`src/rtl/pixel_serializer_pkg.sv`:
```
package pixel_serializer_pkg;
  localparam int BYTE_W = 8;
  localparam logic [1:0] DMA_OUT_CODE = 2'b01;

  typedef struct packed {
    logic load;
    logic shift;
  } serStrobes_t;
endpackage

```
`src/rtl/pixel_ser_ctl.sv`:
```
module pixel_ser_ctl
  import pixel_serializer_pkg::*;
#(
  parameter int CODE_W = 2
) (
  input  logic              clk,
  input  logic              rst,
  input  logic              pixClk,
  input  logic              strobeB,
  input  logic [CODE_W-1:0] stateCode,
  output serStrobes_t       strb
);
  logic pixPrev;
  logic strobePrev;

  always_ff @(posedge clk) begin
    if (rst) begin
      pixPrev    <= 1'b0;
      strobePrev <= 1'b0;
    end else begin
      pixPrev    <= pixClk;
      strobePrev <= strobeB;
    end
  end

  always_comb begin
    strb.load  = strobeB && !strobePrev && (stateCode == CODE_W'(DMA_OUT_CODE));
    strb.shift = pixPrev && !pixClk;
  end


  single_load_chk: assert property (@(posedge clk) disable iff (rst)
    strb.load |=> !strb.load);


  single_shift_chk: assert property (@(posedge clk) disable iff (rst)
    strb.shift |=> !strb.shift);
endmodule

```
`src/rtl/pixel_ser_dp.sv`:
```
module pixel_ser_dp
  import pixel_serializer_pkg::*;
#(
  parameter int WIDTH = BYTE_W
) (
  input  logic             clk,
  input  logic             rst,
  input  serStrobes_t      strb,
  input  logic [WIDTH-1:0] busIn,
  output logic             msbOut
);
  localparam int TOP = WIDTH - 1;

  logic [WIDTH-1:0] shReg;

  always_ff @(posedge clk) begin
    if (rst)
      shReg <= '0;
    else if (strb.load)
      shReg <= busIn;
    else if (strb.shift)
      shReg <= {shReg[TOP-1:0], 1'b0};
  end

  assign msbOut = shReg[TOP];


  reset_clear_chk: assert property (@(posedge clk)
    rst |=> (shReg == '0));


  load_capture_chk: assert property (@(posedge clk) disable iff (rst)
    strb.load |=> (shReg == $past(busIn)));


  zero_fill_chk: assert property (@(posedge clk) disable iff (rst)
    (strb.shift && !strb.load) |=> (shReg[0] == 1'b0 && shReg[TOP:1] == $past(shReg[TOP-1:0])));
endmodule

```
`src/rtl/pixel_serializer.sv`:
```
module pixel_serializer
  import pixel_serializer_pkg::*;
#(
  parameter int WIDTH  = BYTE_W,
  parameter int CODE_W = 2
) (
  input  logic              clk,
  input  logic              rst,
  input  logic              pixClk,
  input  logic              strobeB,
  input  logic [CODE_W-1:0] stateCode,
  input  logic [WIDTH-1:0]  dataBus,
  input  logic              dispEn,
  output logic              video
);
  serStrobes_t strb;
  logic        msbOut;

  pixel_ser_ctl #(.CODE_W(CODE_W)) u_ctl (
    .clk(clk), .rst(rst), .pixClk(pixClk), .strobeB(strobeB),
    .stateCode(stateCode), .strb(strb)
  );

  pixel_ser_dp #(.WIDTH(WIDTH)) u_dp (
    .clk(clk), .rst(rst), .strb(strb), .busIn(dataBus), .msbOut(msbOut)
  );

  assign video = msbOut && dispEn;


  blank_chk: assert property (@(posedge clk) disable iff (rst)
    !dispEn |-> !video);
endmodule

```
`config.mk`:
```
export PLATFORM = sky130hd
export DESIGN_NAME = pixel_serializer
export DESIGN_NICKNAME = d
export VERILOG_FILES = /design/src/rtl/pixel_serializer_pkg.sv /design/src/rtl/pixel_ser_ctl.sv /design/src/rtl/pixel_ser_dp.sv /design/src/rtl/pixel_serializer.sv
export SDC_FILE = /design/constraint.sdc
export NUM_CORES = 1
export LEC_CHECK = 0
export ABC_AREA = 1
export BUFFER_PORTS_ARGS = -buffer_cell sky130_fd_sc_hd__buf_2
export CAP_MARGIN = 40
export CORE_AREA = 2 2 39 41
export CTS_CLUSTER_DIAMETER = 50
export DETAILED_ROUTE_END_ITERATION = 10
export DIE_AREA = 0 0 41 43
export GPL_TIMING_DRIVEN = 0
export PLACE_DENSITY_LB_ADDON = 0.05
export RECOVER_POWER = 100
export SETUP_SLACK_MARGIN = 0.05
export SLEW_MARGIN = 0
export SYNTH_ARGS = -nofsm -noshare
export SYNTH_HDL_FRONTEND = slang
export SYNTH_SLANG_ARGS = --single-unit
```
`constraint.sdc`:
```
create_clock -name clk -period 1.3 [get_ports clk]
set_input_delay 0.065 -clock clk [delete_from_list [all_inputs] [get_ports clk]]
set_output_delay 0.065 -clock clk [all_outputs]
set_load 0.02 [all_outputs]
```
# [After elaboration in Yosys (flattened, before gate mapping)]
# Cells that the tools add are included.
[classes] add_sub_neg=0 multipliers=0 div_mod_pow=0 n_lt_le_gt_ge=0 n_eq_ne=1 shifts=0 muxes=2 bitwise_logic=0 reduce_logical=7
[op_table] op="8-bit two-way mux" count=2
[op_table] op="1-bit logical AND" count=4
[op_table] op="2-bit by 1-bit equality test with 1-bit output, second input constant" count=1
[op_table] op="1-bit zero test" count=2
[op_table] op="2-bit nonzero test" count=1
[word_totals] reg_bits=10 latch_bits=0 ram_bits=0 romBits=0 input_bits=15 out_inout_bits=1 wordCells=13 n_memories=0

# [Logic depth before layout (Yosys ltp)]
# Gate-level depths: netlist of run 1.
[depth] word_depth=4 mapped_depth=7 depth_no_buf=6

# [Modules after synthesis]
# Synthesis of run 1 repeated with hierarchy kept, for this count alone.
[hier_totals] cells_unflattened=75 hier_area_um2=488.0
[modules_own_cells] mod="pixel_ser_dp" n_inst=1 cells_each=60 area_per_inst_um2=399.1 seq_area_each_um2=160.2
[modules_own_cells] mod="pixel_ser_ctl" n_inst=1 cells_each=13 area_per_inst_um2=81.3 seq_area_each_um2=40.0
[modules_own_cells] mod="pixel_serializer" n_inst=1 cells_each=2 area_per_inst_um2=7.5 seq_area_each_um2=0.0

# [Least setup slack after synthesis of run 1]
# Ideal clock, no wire load.
[synth_path] path_kind="register -> register" start="register u_ctl.strobePrev" end="register u_dp.shReg[5]" setup_ns=0.066 t_arrival_ns=0.887 t_required_ns=1.234 path_slack_ns=0.347 path_stages_with_launch=7 path_buffers=1 synth_period_minus_slack_ns=0.953 path_cell_list="dfxtp_1 -> nor2_4 -> nand2_4 -> buf_6 -> nand2_2 -> nand2_2 -> a21oi_2"
[synth_via] elab_chain_len=4 word_cells_on_any_way=5 classes_between="mux (1); reduce/logical (4)"
[synth_rtl] item="from (decl)" line_no="pixel_ser_ctl.sv:14" source="logic strobePrev;"
[synth_rtl] item="from (signal assigned)" line_no="pixel_ser_ctl.sv:22" source="strobePrev <= strobeB;"
[synth_rtl] item="1-bit zero test *" line_no="pixel_ser_ctl.sv:27" source="strb.load = strobeB && !strobePrev && (stateCode == CODE_W'(DMA_OUT_CODE));"
[synth_rtl] item="1-bit logical AND * (2 in a row)" line_no="pixel_ser_ctl.sv:27"
[synth_rtl] item="8-bit two-way mux / 2-bit nonzero test (equally long branches)"
[synth_rtl] item="to (signal assigned)" line_no="pixel_ser_dp.sv:20" source="shReg <= busIn;"
[synth_rtl] item="to (signal assigned)" line_no="pixel_ser_dp.sv:22" source="shReg <= {shReg[TOP-1:0], 1'b0};"
[synth_rtl] item="to (decl)" line_no="pixel_ser_dp.sv:14" source="logic [WIDTH-1:0] shReg;"
# Every way passes the cells marked *; elsewhere a longest branch is shown, timed or not.
# A chain may end at the register's enable or synchronous reset.

# [Worst setup path in the final report of run 1]
[layout_path] start="input port strobeB" end="register u_dp.shReg[6]"
[layout_via] elab_chain_len=3 word_cells_on_any_way=4 classes_between="mux (1); reduce/logical (3)"
[layout_rtl] item="from (decl)" line_no="pixel_serializer.sv:10" source="input logic strobeB,"
[layout_rtl] item="1-bit logical AND * (2 in a row)" line_no="pixel_ser_ctl.sv:27"
[layout_rtl] item="8-bit two-way mux / 2-bit nonzero test (equally long branches)"
# Marks and branches as above.

==> metrics.md, run 1 <==
| Metric | Value |
|---|---|
| Initial antenna violation count | 0 |
| Startpoint kind of the worst setup timing path | primary input |
| Seq pwr share | 0.458 |
| Peak supply drop | 0.575 mV |
| Synth Area in Simple Gates | 0.415 |
| Starting density of the core | 0.385 |
| Combinational cell fraction of total power | 0.136 |
| Worst Hold Endpoint | u_dp.shReg[5] |
| Total count of max-transition violations in the final report | 0 |
| Clock network fraction of total power | 0.406 |
| Cell types with the largest area share after synthesis | sky130_fd_sc_hd__dfxtp_1, sky130_fd_sc_hd__nand3_1, sky130_fd_sc_hd__nand2_1, sky130_fd_sc_hd__inv_1, sky130_fd_sc_hd__nand2_2 |
| Die H | 43 µm |
| Clk Latency, worst-skew pair | 0.27 ns |
| H-Tree Depth | 1 |
| Endpoint of the worst-slack reg-to-reg timing path | u_dp.shReg[5] |
| Net switching power figure | 184 µW |
| Total of fill cells in the finished design | 166 |
| Vias | 554 |
| Hold-critical path depth | 2 |
| Proportion of total power due to net switching | 0.258 |
| Relative slew slack | 0.744 |
| Placer congestion estimate | 0.723 |
| Final global-route overflow total | 0 |
| Antenna Diode Count | 0 |
| DRC | 0 |
| Final critical-path share of the clock period | 0.883 |
| Total number of placement rows | 14 |
| Leakage component of the power | 0.332 nW |
| Kind of capture point of the worst setup path | flop |
| Count of state elements after synthesis | 10 |
| Count of boundary I/O pins | 16 |
| Count of mapped cells out of synthesis | 76 |
| Type of the setup path with the least slack | primary input to flop |
| Result of the run | complete, no violations |
| Leading cell type in the layout, fill and taps excluded | sky130_fd_sc_hd__nand3_1 |
| Synthesized-area fraction occupied by ao, oa, aoi and oai cells | 0.0892 |
| Cell seen most often among critical-path stages | sky130_fd_sc_hd__nand2_2 |
| Global-route usage over all layers | 0.166 |
| Clock tree root driver cell | sky130_fd_sc_hd__clkbuf_4 |
| Worst-path cell with the longest stage delay | sky130_fd_sc_hd__dlygate4sd3_1 |
| DR vias/cell | 4.99 |
| Highest clock rate | 871 MHz |
| Power density over the cells | 1080 nW/µm² |
| Worst hold start | rst |
| Register area share after synthesis | 0.376 |
| Final count of negative-setup-slack endpoints | 0 |
| Adder-Cell Fraction of Synth Area | 0 |
| Number of max-cap violations | 0 |
| Worst clock skew | 0.00287 ns |
| Detail-routed net length per standard cell | 10.6 µm |
| CP peak stage delay | 0.52 ns |
| Commonest cells after routing, fill and taps aside | sky130_fd_sc_hd__nand3_1, sky130_fd_sc_hd__nand2_1, sky130_fd_sc_hd__buf_2 |
| Number of nets still failing antenna checks after routing | 0 |
| Clock-pin slew on the worst setup and hold paths | 0.07 ns |
| Beginning of the worst register-to-register path | u_ctl.pixPrev |
| Mux cell area share after synthesis | 0 |
| Largest family of logic cells by synthesized area | simple AND/OR/NAND/NOR gates |
| Area leader, netlist | sky130_fd_sc_hd__dfxtp_1 |
| First-pass iteration count of the detailed router | 4 |
| Logic depth of the worst register-to-register path | 4 |
| DIE WIDTH | 41 µm |
| Xor-xnor portion of the synthesized cell area | 0 |
| Count of input and output buffers | 14 |
| Sequence of cells on the critical path | dlygate4sd3_1 -> buf_2 -> nand2_1 -> inv_2 -> nand2_4 -> buf_6 -> nand2_2 -> nand2_2 -> a21oi_1 |
| Die ar. | 1760 µm² |
| Total length of routed wires | 1.18 mm |
| TritonCTS buffer count | 3 |
| RSZ-0062 raised after global routing | no |
| Growth of design area from synthesis to finish | 24.2% |
| Aggregate negative setup slack | 0 ns |
| Post-Syn Area | 533 µm² |
| Internal Power | 531 µW |
| Final core utilization | 0.478 |
| Top-area cell type share of the netlist area | 0.376 |
| Post-route minimum period | 1.15 ns |
| Net count after synthesis | 91 |
| Share of final-layout standard cells stronger than drive strength 1 | 0.284 |
| First-pass GRT wire length | 1.95 mm |
| Peak fanout along the critical path | 10 |
| CTS tree | yes |
| CTS max path bufs | 2 |
| Worst path arrival time | 1.36 ns |
| Total number of yosys warnings | 0 |
| Internal reg-to-reg setup slack | 0.17 ns |
| Standard cell core area | 1380 µm² |
| # nets final | 111 |
| Post-synthesis average cell area | 7.01 µm² |
| Num Clock Sinks | 10 |
| Pin count of the biggest net entering global routing | 11 |
| Number of global-route vias before repair | 473 |
| Slew of the pin with the lowest slew margin | 0.384 ns |
| Critical path required time | 1.51 ns |
| DRC marker count from the first detailed-route iteration | 16 |
| Distinct cells, synth | 15 |
| Path type of the worst min-delay path | primary input to flop |
| Number of hold violations in the final report | 0 |
| Critical path launch point | strobeB |
[registers in the layout, summed over array words and instances (netlist names)]
| signal | cells |
|---|---|
| u_ctl.strobePrev | 1 |
| u_dp.shReg | 8 |
| u_ctl.pixPrev | 1 |
[through the flow]
step | setup slack, ns | hold WS [ns] | instances | cell area [µm²] | total power [mW]
after floorplan | 0.347 | 0.172 | 76 | 533 | 0.397
after detailed placement | 0.182 | 0.287 | 106 | 623 | 0.433
final | 0.152 | 0.0345 | 111 | 662 | 0.716
after CTS | 0.148 | 0.0335 | 111 | 669 | 0.724
after global placement | 0.178 | 0.282 | 106 | 623 | 0.431
after global routing | 0.0402 | 0.0383 | 111 | 662 | 0.746
[critical path: cells and delay by family]
family	cells	cell delay, ns
buffers and inverters	4	0.93
AOI/OAI and AO/OA	1	0.11
and+or+nand+nor	4	0.25
[synthesized netlist by cell type (all sizes together)]
library cell	number
nand3	23
nand2	18
dfxtp	10
inv	10
a21oi	8
nor2	3
buf	2
clkbuf	1
clkinv	1
[worst max-delay path by stage]
stage,end,cells past startpoint
floorplan,u_dp.shReg[5],6
global placement,u_dp.shReg[6],4
detailed placement,u_dp.shReg[6],4
CTS,u_dp.shReg[6],9
global route,u_dp.shReg[6],9
finish,u_dp.shReg[6],9
[area by class of cell]
class	count	area [µm²]	area share
buffer	3	22.5	0.0340
clock buffer	4	36.3	0.0548
inverter	11	41.3	0.0624
multi-input combinational	52	263	0.397
sequential	10	200	0.302
tap	16	20.0	0.0302
timing repair buffer	15	78.8	0.119
[kinds of logic (layout without fill, tap and decap cells)]
kind of cell,after synthesis,after routing
AOI/OAI and AO/OA,8,8
buffers and inverters,14,33
DFF,10,10
and+or+nand+nor,44,44
[timing repair]
item	in CTS	in global routing
setup buffers	0	0
endpoints found under the setup margin	0	1
endpoints found under the hold margin	1	0
gates resized for setup	0	1
hold buffers	1	0
[power groups by stage]
stage / sequential [mW] / combinational (mW) / clock, mW
final: 0.328 / 0.0973 / 0.291
after global routing: 0.329 / 0.111 / 0.307
after CTS: 0.328 / 0.100 / 0.296
after detailed placement: 0.335 / 0.0976 / 0
after global placement: 0.335 / 0.0968 / 0
after floorplan: 0.333 / 0.0635 / 0
[layer usage]
layer  GRT usage  share of wire  vias to the layer above
met2       0.228           0.45                       18
met1       0.221           0.46                      247
met5           0              0                        -
li1            -              -                      284
met3      0.0314          0.065                        5
met4       0.120          0.030                        0
No activity file was read; power rests on OpenSTA's default activity.
==> inputs of run 2 (changes only) <==
Settings changed: CELL_PAD_IN_SITES_DETAIL_PLACEMENT set to 0, CELL_PAD_IN_SITES_GLOBAL_PLACEMENT set to 1, CORE_AREA 2 2 39 41 to unset, CORE_MARGIN set to 4, CORE_UTILIZATION set to 33, DIE_AREA 0 0 41 43 to unset.
==> metrics.md, run 2 (synthesis gave the netlist of run 1 again) <==
| Metric | Value |
|---|---|
| Result of the run | complete, no violations |
| Path type of the worst min-delay path | primary input to flop |
| Highest clock rate | 863 MHz (-0.98%) |
| Pin count of the biggest net entering global routing | 11 (unchanged) |
| Hold-critical path depth | 2 (unchanged) |
| DRC marker count from the first detailed-route iteration | 8 (-8) |
| Growth of design area from synthesis to finish | 21.8% |
| Number of cells on the critical path | 9 (unchanged) |
| CP delay by family, top | buffers and inverters |
| Clock-pin slew on the worst setup and hold paths | 0.07 ns (about the same) |
| Standard cell core area | 1520 µm² (+10%) |
| Antenna Diode Count | 0 (unchanged) |
| Peak supply drop | 0.419 mV (-27%) |
| Sequence of cells on the critical path | dlygate4sd3_1 -> clkbuf_1 -> nand2_1 -> inv_4 -> nand2_4 -> buf_6 -> nand2_1 -> nand2_2 -> a21oi_2 |
| CTS max path bufs | 2 (unchanged) |
| Total count of max-transition violations in the final report | 0 (unchanged) |
| Leakage component of the power | 0.322 nW (-3.0%) |
| Post-CTS Setup Inserts | 0 (unchanged) |
| Number of hold violations in the final report | 0 (unchanged) |
| RSZ-0062 raised after global routing | no |
| Type of the setup path with the least slack | primary input to flop |
| Final count of negative-setup-slack endpoints | 0 (unchanged) |
| Kind of capture point of the worst setup path | flop |
| Worst-path cell with the longest stage delay | sky130_fd_sc_hd__dlygate4sd3_1 |
| Clk Latency, worst-skew pair | 0.27 ns (about the same) |
| Number of max-cap violations | 0 (unchanged) |
| Final critical-path share of the clock period | 0.892 (+0.00875) |
| Clock network fraction of total power | 0.341 (-0.065) |
| Initial antenna violation count | 0 (unchanged) |
| Internal Power | 469 µW (-12%) |
| # nets final | 111 (unchanged) |
| First-pass GRT wire length | 1.99 mm (+1.8%) |
| Slew of the pin with the lowest slew margin | 0.358 ns (-0.0265 ns) |
| H-Tree Depth | 1 (unchanged) |
| Top Registers | u_dp.shReg: 8 flops, u_ctl.pixPrev: 1 flops, u_ctl.strobePrev: 1 flops |
| Die ar. | 2320 µm² (+32%) |
| Power density over the cells | 999 nW/µm² (-7.6%) |
| Number of flip-flops in the largest register | 8 (unchanged) |
| Beginning of the worst register-to-register path | u_ctl.pixPrev |
| Number of nets still failing antenna checks after routing | 0 (unchanged) |
| Total number of placement rows | 14 (unchanged) |
| Worst clock skew | 0.00320 ns (+0.000321 ns) |
| Placer congestion estimate | 0.722 (-0.22%) |
| Number of global-route vias before repair | 444 (-6.1%) |
| Aggregate negative setup slack | 0 ns (unchanged) |
| Starting density of the core | 0.350 (-0.0354) |
| Post-route minimum period | 1.16 ns (+0.0114 ns) |
| Final core utilization | 0.426 (-0.0522) |
| Count of boundary I/O pins | 16 (unchanged) |
| Critical path launch point | strobeB |
| Combinational cell fraction of total power | 0.154 (+0.018) |
| DP HPWL | 854 µm |
| Leading cell type in the layout, fill and taps excluded | sky130_fd_sc_hd__nand3_1 |
| Grt met2 use | 0.185 (-0.0432) |
| Detail-routed net length per standard cell | 11.9 µm (+12%) |
| Die H | 48.2 µm (+12%) |
| DIE WIDTH | 48.2 µm (+18%) |
| Final global-route overflow total | 0 (unchanged) |
| Proportion of total power due to net switching | 0.278 (+0.0203) |
| Register containing the most flip-flops in the final layout | u_dp.shReg |
| Share of final-layout standard cells stronger than drive strength 1 | 0.266 (-0.0183) |
| DRC | 0 (unchanged) |
| Global-route usage over all layers | 0.132 (-0.0345) |
| Net switching power figure | 180 µW (-2.2%) |
| Total length of routed wires | 1.31 mm (+11%) |
| CP peak stage delay | 0.52 ns (about the same) |
| Vias | 533 (-3.8%) |
| CTS tree | yes |
| Global Route met1 Usage | 0.171 (-0.0497) |
| Commonest cells after routing, fill and taps aside | sky130_fd_sc_hd__nand3_1, sky130_fd_sc_hd__nand2_1, sky130_fd_sc_hd__buf_2 |
| Clock tree root driver cell | sky130_fd_sc_hd__clkbuf_4 |
| Count of input and output buffers | 14 (unchanged) |
| Startpoint kind of the worst setup timing path | primary input |
| Critical path buffers and inverters | 4 (unchanged) |
| Busiest layer in global routing | met2 |
| Grt met3 use | 0.0443 (+0.0129) |
| Worst hold slack across all endpoints | 0.0286 ns (-0.00589 ns) |
| Worst path arrival time | 1.37 ns (about the same) |
| Num Clock Sinks | 10 (unchanged) |
| Peak fanout along the critical path | 10 (unchanged) |
| Relative slew slack | 0.762 (+0.0176) |
| First-pass iteration count of the detailed router | 2 (-2) |
| Overall power consumption | 649 µW (-9.4%) |
| Critical path required time | 1.51 ns (about the same) |
| DR vias/cell | 4.85 (-2.9%) |
| Logic depth of the worst register-to-register path | 4 (unchanged) |
| TritonCTS buffer count | 3 (unchanged) |
| Cell seen most often among critical-path stages | sky130_fd_sc_hd__nand2_1 |
| Worst hold start | rst |
| Seq pwr share | 0.505 (+0.047) |
==> run 2: layer usage <==
layer,vias to the layer above,share of wire
li1,284,-
met2,12,0.45
met3,5,0.046
met4,0,0.021
met5,-,0
met1,232,0.48
==> run 2: final timing paths <==
path	end	slack, ns
setup reg to reg	u_dp.shReg[5]	0.18
hold reg to reg	u_dp.shReg[4]	0.48
hold / removal	u_dp.shReg[5]	0.03
setup / recovery	u_dp.shReg[5]	0.14
==> run 2: power by group through the flow <==
stage,logic (mW),registers (mW),clock network (mW)
detailed placement,0.0992,0.335,0
finish,0.0997,0.328,0.221
CTS,0.102,0.328,0.232
global placement,0.0976,0.335,0
global route,0.111,0.329,0.241
floorplan,0.0635,0.333,0
==> run 2: worst reg2reg max path, delay by kind of cell (launching register included) <==
family	cells	cell delay [ns]
simple gates	2	0.36
flops	1	0.31
buf+inv	1	0.30
compound gates	1	0.06
==> run 2: area by class of cell <==
| class | count | area [µm²] |
|---|---|---|
| tap | 16 | 20.0 |
| timing repair buffer | 15 | 77.6 |
| fill | 180 | 875 |
| buffer | 3 | 22.5 |
| clock buffer | 3 | 22.5 |
| inverter | 11 | 43.8 |
| sequential | 10 | 200 |
| multi-input combinational | 52 | 263 |
==> run 2: timing repair <==
item                       in CTS  in global routing
hold buffers                    1                  0
resized for setup               0                  1
hold endpoints to repair        1                  0
setup endpoints to repair       0                  1
==> run 2: stage by stage <==
| stage | area (µm²) | std cells | worst slack [ns] |
|---|---|---|---|
| after floorplan | 533 | 76 | 0.347 |
| after detailed placement | 623 | 106 | 0.179 |
| after global routing | 649 | 110 | 0.0444 |
| final | 649 | 110 | 0.141 |
| after global placement | 623 | 106 | 0.191 |
| after CTS | 656 | 110 | 0.138 |
==> inputs of run 3 (changes only) <==
Settings changed: CORE_UTILIZATION 33 to 31, GPL_ROUTABILITY_DRIVEN set to 1, SYNTH_HIERARCHICAL set to 1.
==> metrics.md, run 3 <==
| Metric | Value |
|---|---|
| TritonCTS buffer count | 3 (unchanged) |
| Detail-routed net length per standard cell | 9.10 µm (-23%) |
| Number of global-route vias before repair | 402 (-9.5%) |
| Total number of yosys warnings | 6 (+6) |
| Number of max-cap violations | 0 (unchanged) |
| Commonest cells after routing, fill and taps aside | sky130_fd_sc_hd__nand2_1, sky130_fd_sc_hd__inv_1, sky130_fd_sc_hd__buf_2 |
| Type of the setup path with the least slack | flop to flop |
| Synth async-reset ratio | 0 (unchanged) |
| Aggregate negative setup slack | 0 ns (unchanged) |
| Kind of capture point of the worst setup path | flop |
| CTS tree | yes |
| Hold buffer count at cts | 0 (-1) |
| Area leader, netlist | sky130_fd_sc_hd__dfxtp_1 |
| Worst-path cell with the longest stage delay | sky130_fd_sc_hd__dfxtp_1 |
| Standard cell core area | 1490 µm² (-2.3%) |
| Worst Hold Endpoint | u_ctl/strobePrev |
| Placer congestion estimate | 0.661 (-8.5%) |
| Pin count of the biggest net entering global routing | 11 (unchanged) |
| Slew of the pin with the lowest slew margin | 0.269 ns (-0.0884 ns) |
| Mux cell area share after synthesis | 0 (unchanged) |
| CTS max path bufs | 2 (unchanged) |
| DR vias/cell | 4.28 (-12%) |
| Post-CTS Setup Inserts | 0 (unchanged) |
| Highest clock rate | 914 MHz (+5.9%) |
| Die ar. | 2270 µm² (-2.1%) |
| Adder-Cell Fraction of Synth Area | 0 (unchanged) |
| DRC marker count from the first detailed-route iteration | 3 (-5) |
| Peak supply drop | 0.502 mV (+20%) |
| Most numerous cell in the Yosys netlist | sky130_fd_sc_hd__nand2_1 |
| Register containing the most flip-flops in the final layout | u_dp/shReg |
| Endpoint of the worst-slack reg-to-reg timing path | u_dp/shReg[7] |
| Vias | 466 (-13%) |
| Register area share after synthesis | 0.410 (+0.0347) |
| Final critical-path share of the clock period | 0.842 (-0.0499) |
| Worst hold start | strobeB |
| Number of nets still failing antenna checks after routing | 0 (unchanged) |
| Hold-critical path depth | 3 (+1) |
| Synth Area in Simple Gates | 0.405 (-0.0104) |
| Post-synthesis average cell area | 6.51 µm² (-7.2%) |
| Total number of placement rows | 14 (unchanged) |
| Placement-stage cell area | 583 µm² (-6.4%) |
| Largest family of logic cells by synthesized area | simple AND/OR/NAND/NOR gates |
| Final global-route overflow total | 0 (unchanged) |
| H-Tree Depth | 1 (unchanged) |
| Num Clock Sinks | 10 (unchanged) |
| Leading cell type in the layout, fill and taps excluded | sky130_fd_sc_hd__nand2_1 |
| Post-Layout Inst Area | 603 µm² (-7.1%) |
| Total length of routed wires | 992 µm (-24%) |
| Die H | 47.7 µm (-1.1%) |
| Clock-pin slew on the worst setup and hold paths | 0.06 ns (about the same) |
| Growth of design area from synthesis to finish | 23.6% |
| Top cells by count, synth | sky130_fd_sc_hd__nand2_1, sky130_fd_sc_hd__inv_1, sky130_fd_sc_hd__dfxtp_1, sky130_fd_sc_hd__nand3_1, sky130_fd_sc_hd__nor2_1 |
| Logic depth of the worst register-to-register path | 9 (+5) |
| Internal reg-to-reg setup slack | 0.21 ns (+0.03 ns) |
| First-pass GRT wire length | 1.66 mm (-16%) |
| Count of mapped cells out of synthesis | 75 (-1.3%) |
| Post-cts resize count | 0 (unchanged) |
| Number of flip-flops in the largest register | 8 (unchanged) |
| Clock tree root driver cell | sky130_fd_sc_hd__clkbuf_4 |
| Count of input and output buffers | 15 (+1) |
| Global-route usage over all layers | 0.104 (-0.0280) |
| Beginning of the worst register-to-register path | u_ctl/strobePrev |
| Share of final-layout standard cells stronger than drive strength 1 | 0.215 (-0.0509) |
| Cell types with the largest area share after synthesis | sky130_fd_sc_hd__dfxtp_1, sky130_fd_sc_hd__nand2_1, sky130_fd_sc_hd__inv_1, sky130_fd_sc_hd__nand3_1, sky130_fd_sc_hd__nor2_8 |
| Count of boundary I/O pins | 16 (unchanged) |
| Total count of max-transition violations in the final report | 0 (unchanged) |
| DRC | 0 (unchanged) |
| Peak fanout along the critical path | 10 (unchanged) |
| Post-Syn Area | 488 µm² (-8.5%) |
| Worst hold slack across all endpoints | 0.0170 ns (-0.0115 ns) |
| Count of state elements after synthesis | 10 (unchanged) |
| Power density over the cells | 1000 nW/µm² (+0.11%) |
| Top Registers | u_dp/shReg: 8 flops, u_ctl/pixPrev: 1 flops, u_ctl/strobePrev: 1 flops |
| DP HPWL | 724 µm (-15%) |
| Net count after synthesis | 90 (-1.1%) |
| Antenna Diode Count | 0 (unchanged) |
| First-pass iteration count of the detailed router | 2 (unchanged) |
| # nets final | 110 (-0.90%) |
| Sequence of cells on the critical path | inv_1 -> nand2_1 -> nor2_1 -> buf_6 -> inv_2 -> nand3_1 -> nand3_1 -> nand2_1 -> inv_1 |
| Post-route minimum period | 1.09 ns (-0.0649 ns) |
| Number of flops mapped to enable cells by yosys | 0 (unchanged) |
| Critical path required time | 1.46 ns (-0.05 ns) |
| Path type of the worst min-delay path | primary input to flop |
| Distinct cells, synth | 10 (-5) |
| Worst path arrival time | 1.25 ns (-0.12 ns) |
| CP peak stage delay | 0.30 ns (-0.22 ns) |
| Relative slew slack | 0.821 (+0.0589) |
| Startpoint kind of the worst setup timing path | flop |
| Initial antenna violation count | 0 (unchanged) |
| Clk Latency, worst-skew pair | 0.26 ns (about the same) |
| DIE WIDTH | 47.7 µm (-1.1%) |
| Leakage component of the power | 0.346 nW (+7.7%) |
| Synthesized-area fraction occupied by ao, oa, aoi and oai cells | 0.0308 (-0.0584) |
| Worst clock skew | 0.00407 ns (+0.000879 ns) |
| Top-area cell type share of the netlist area | 0.410 (+0.0347) |
| Starting density of the core | 0.328 (-0.0220) |
| Result of the run | complete, no violations |
| Most used flip-flop cell after synthesis | sky130_fd_sc_hd__dfxtp_1 |
| Final count of negative-setup-slack endpoints | 0 (unchanged) |
| Final core utilization | 0.405 (-0.0211) |
| Xor-xnor portion of the synthesized cell area | 0 (unchanged) |
| Number of hold violations in the final report | 0 (unchanged) |
| RSZ-0062 raised after global routing | no |
-- run 3: worst max path at each step --
stage                                 from            end  slack, ns  cells after the start
final                     u_ctl/strobePrev  u_dp/shReg[7]       0.21                      9
after global routing      u_ctl/strobePrev  u_dp/shReg[7]       0.10                      9
after floorplan           u_ctl/strobePrev  u_dp/shReg[1]       0.31                      9
after CTS                 u_ctl/strobePrev  u_dp/shReg[7]       0.20                      9
after detailed placement  u_ctl/strobePrev  u_dp/shReg[7]       0.22                      9
after global placement    u_ctl/strobePrev  u_dp/shReg[7]       0.22                      9
-- run 3: cell type report --
type	count	area, µm²
well taps	16	20.0
plain buffers	2	18.8
multi-input cells	48	213
repair buffers	15	72.6
clock buffers	3	22.5
flip-flops and latches	10	200
inverters	15	56.3
fillers	172	886
-- run 3: worst max-delay path: cells and delay by family (launching register included) --
kind / cells / cell delay (ns)
and+or+nand+nor: 5 / 0.36
buffers and inverters: 4 / 0.34
DFF: 1 / 0.30
-- run 3: layer usage --
layer,global-route usage,vias up,wire length [µm]
li1,-,261,-
met1,0.141,193,477
met5,0,-,0
met4,0.0645,0,11
met3,0.0263,2,56
met2,0.144,10,447
-- run 3: power by group --
part	internal [mW]	switching, mW	total (mW)
combinational	0.0345	0.0409	0.0754
clock	0.107	0.0982	0.205
sequential	0.318	0.00484	0.323
total	0.459	0.144	0.603
-- run 3: metrics by stage --
stage | setup slack [ns] | instances | total power [mW]
after floorplan | 0.313 | 75 | 0.374
after global placement | 0.217 | 106 | 0.406
after detailed placement | 0.215 | 106 | 0.407
after CTS | 0.197 | 109 | 0.620
after global routing | 0.105 | 109 | 0.644
final | 0.206 | 109 | 0.603
-- run 3: cell families after synthesis --
logic type,count (synthesis)
AND/OR/NAND/NOR,45
buffers and inverters,17
flip-flops,10
AO/OA/AOI/OAI,3
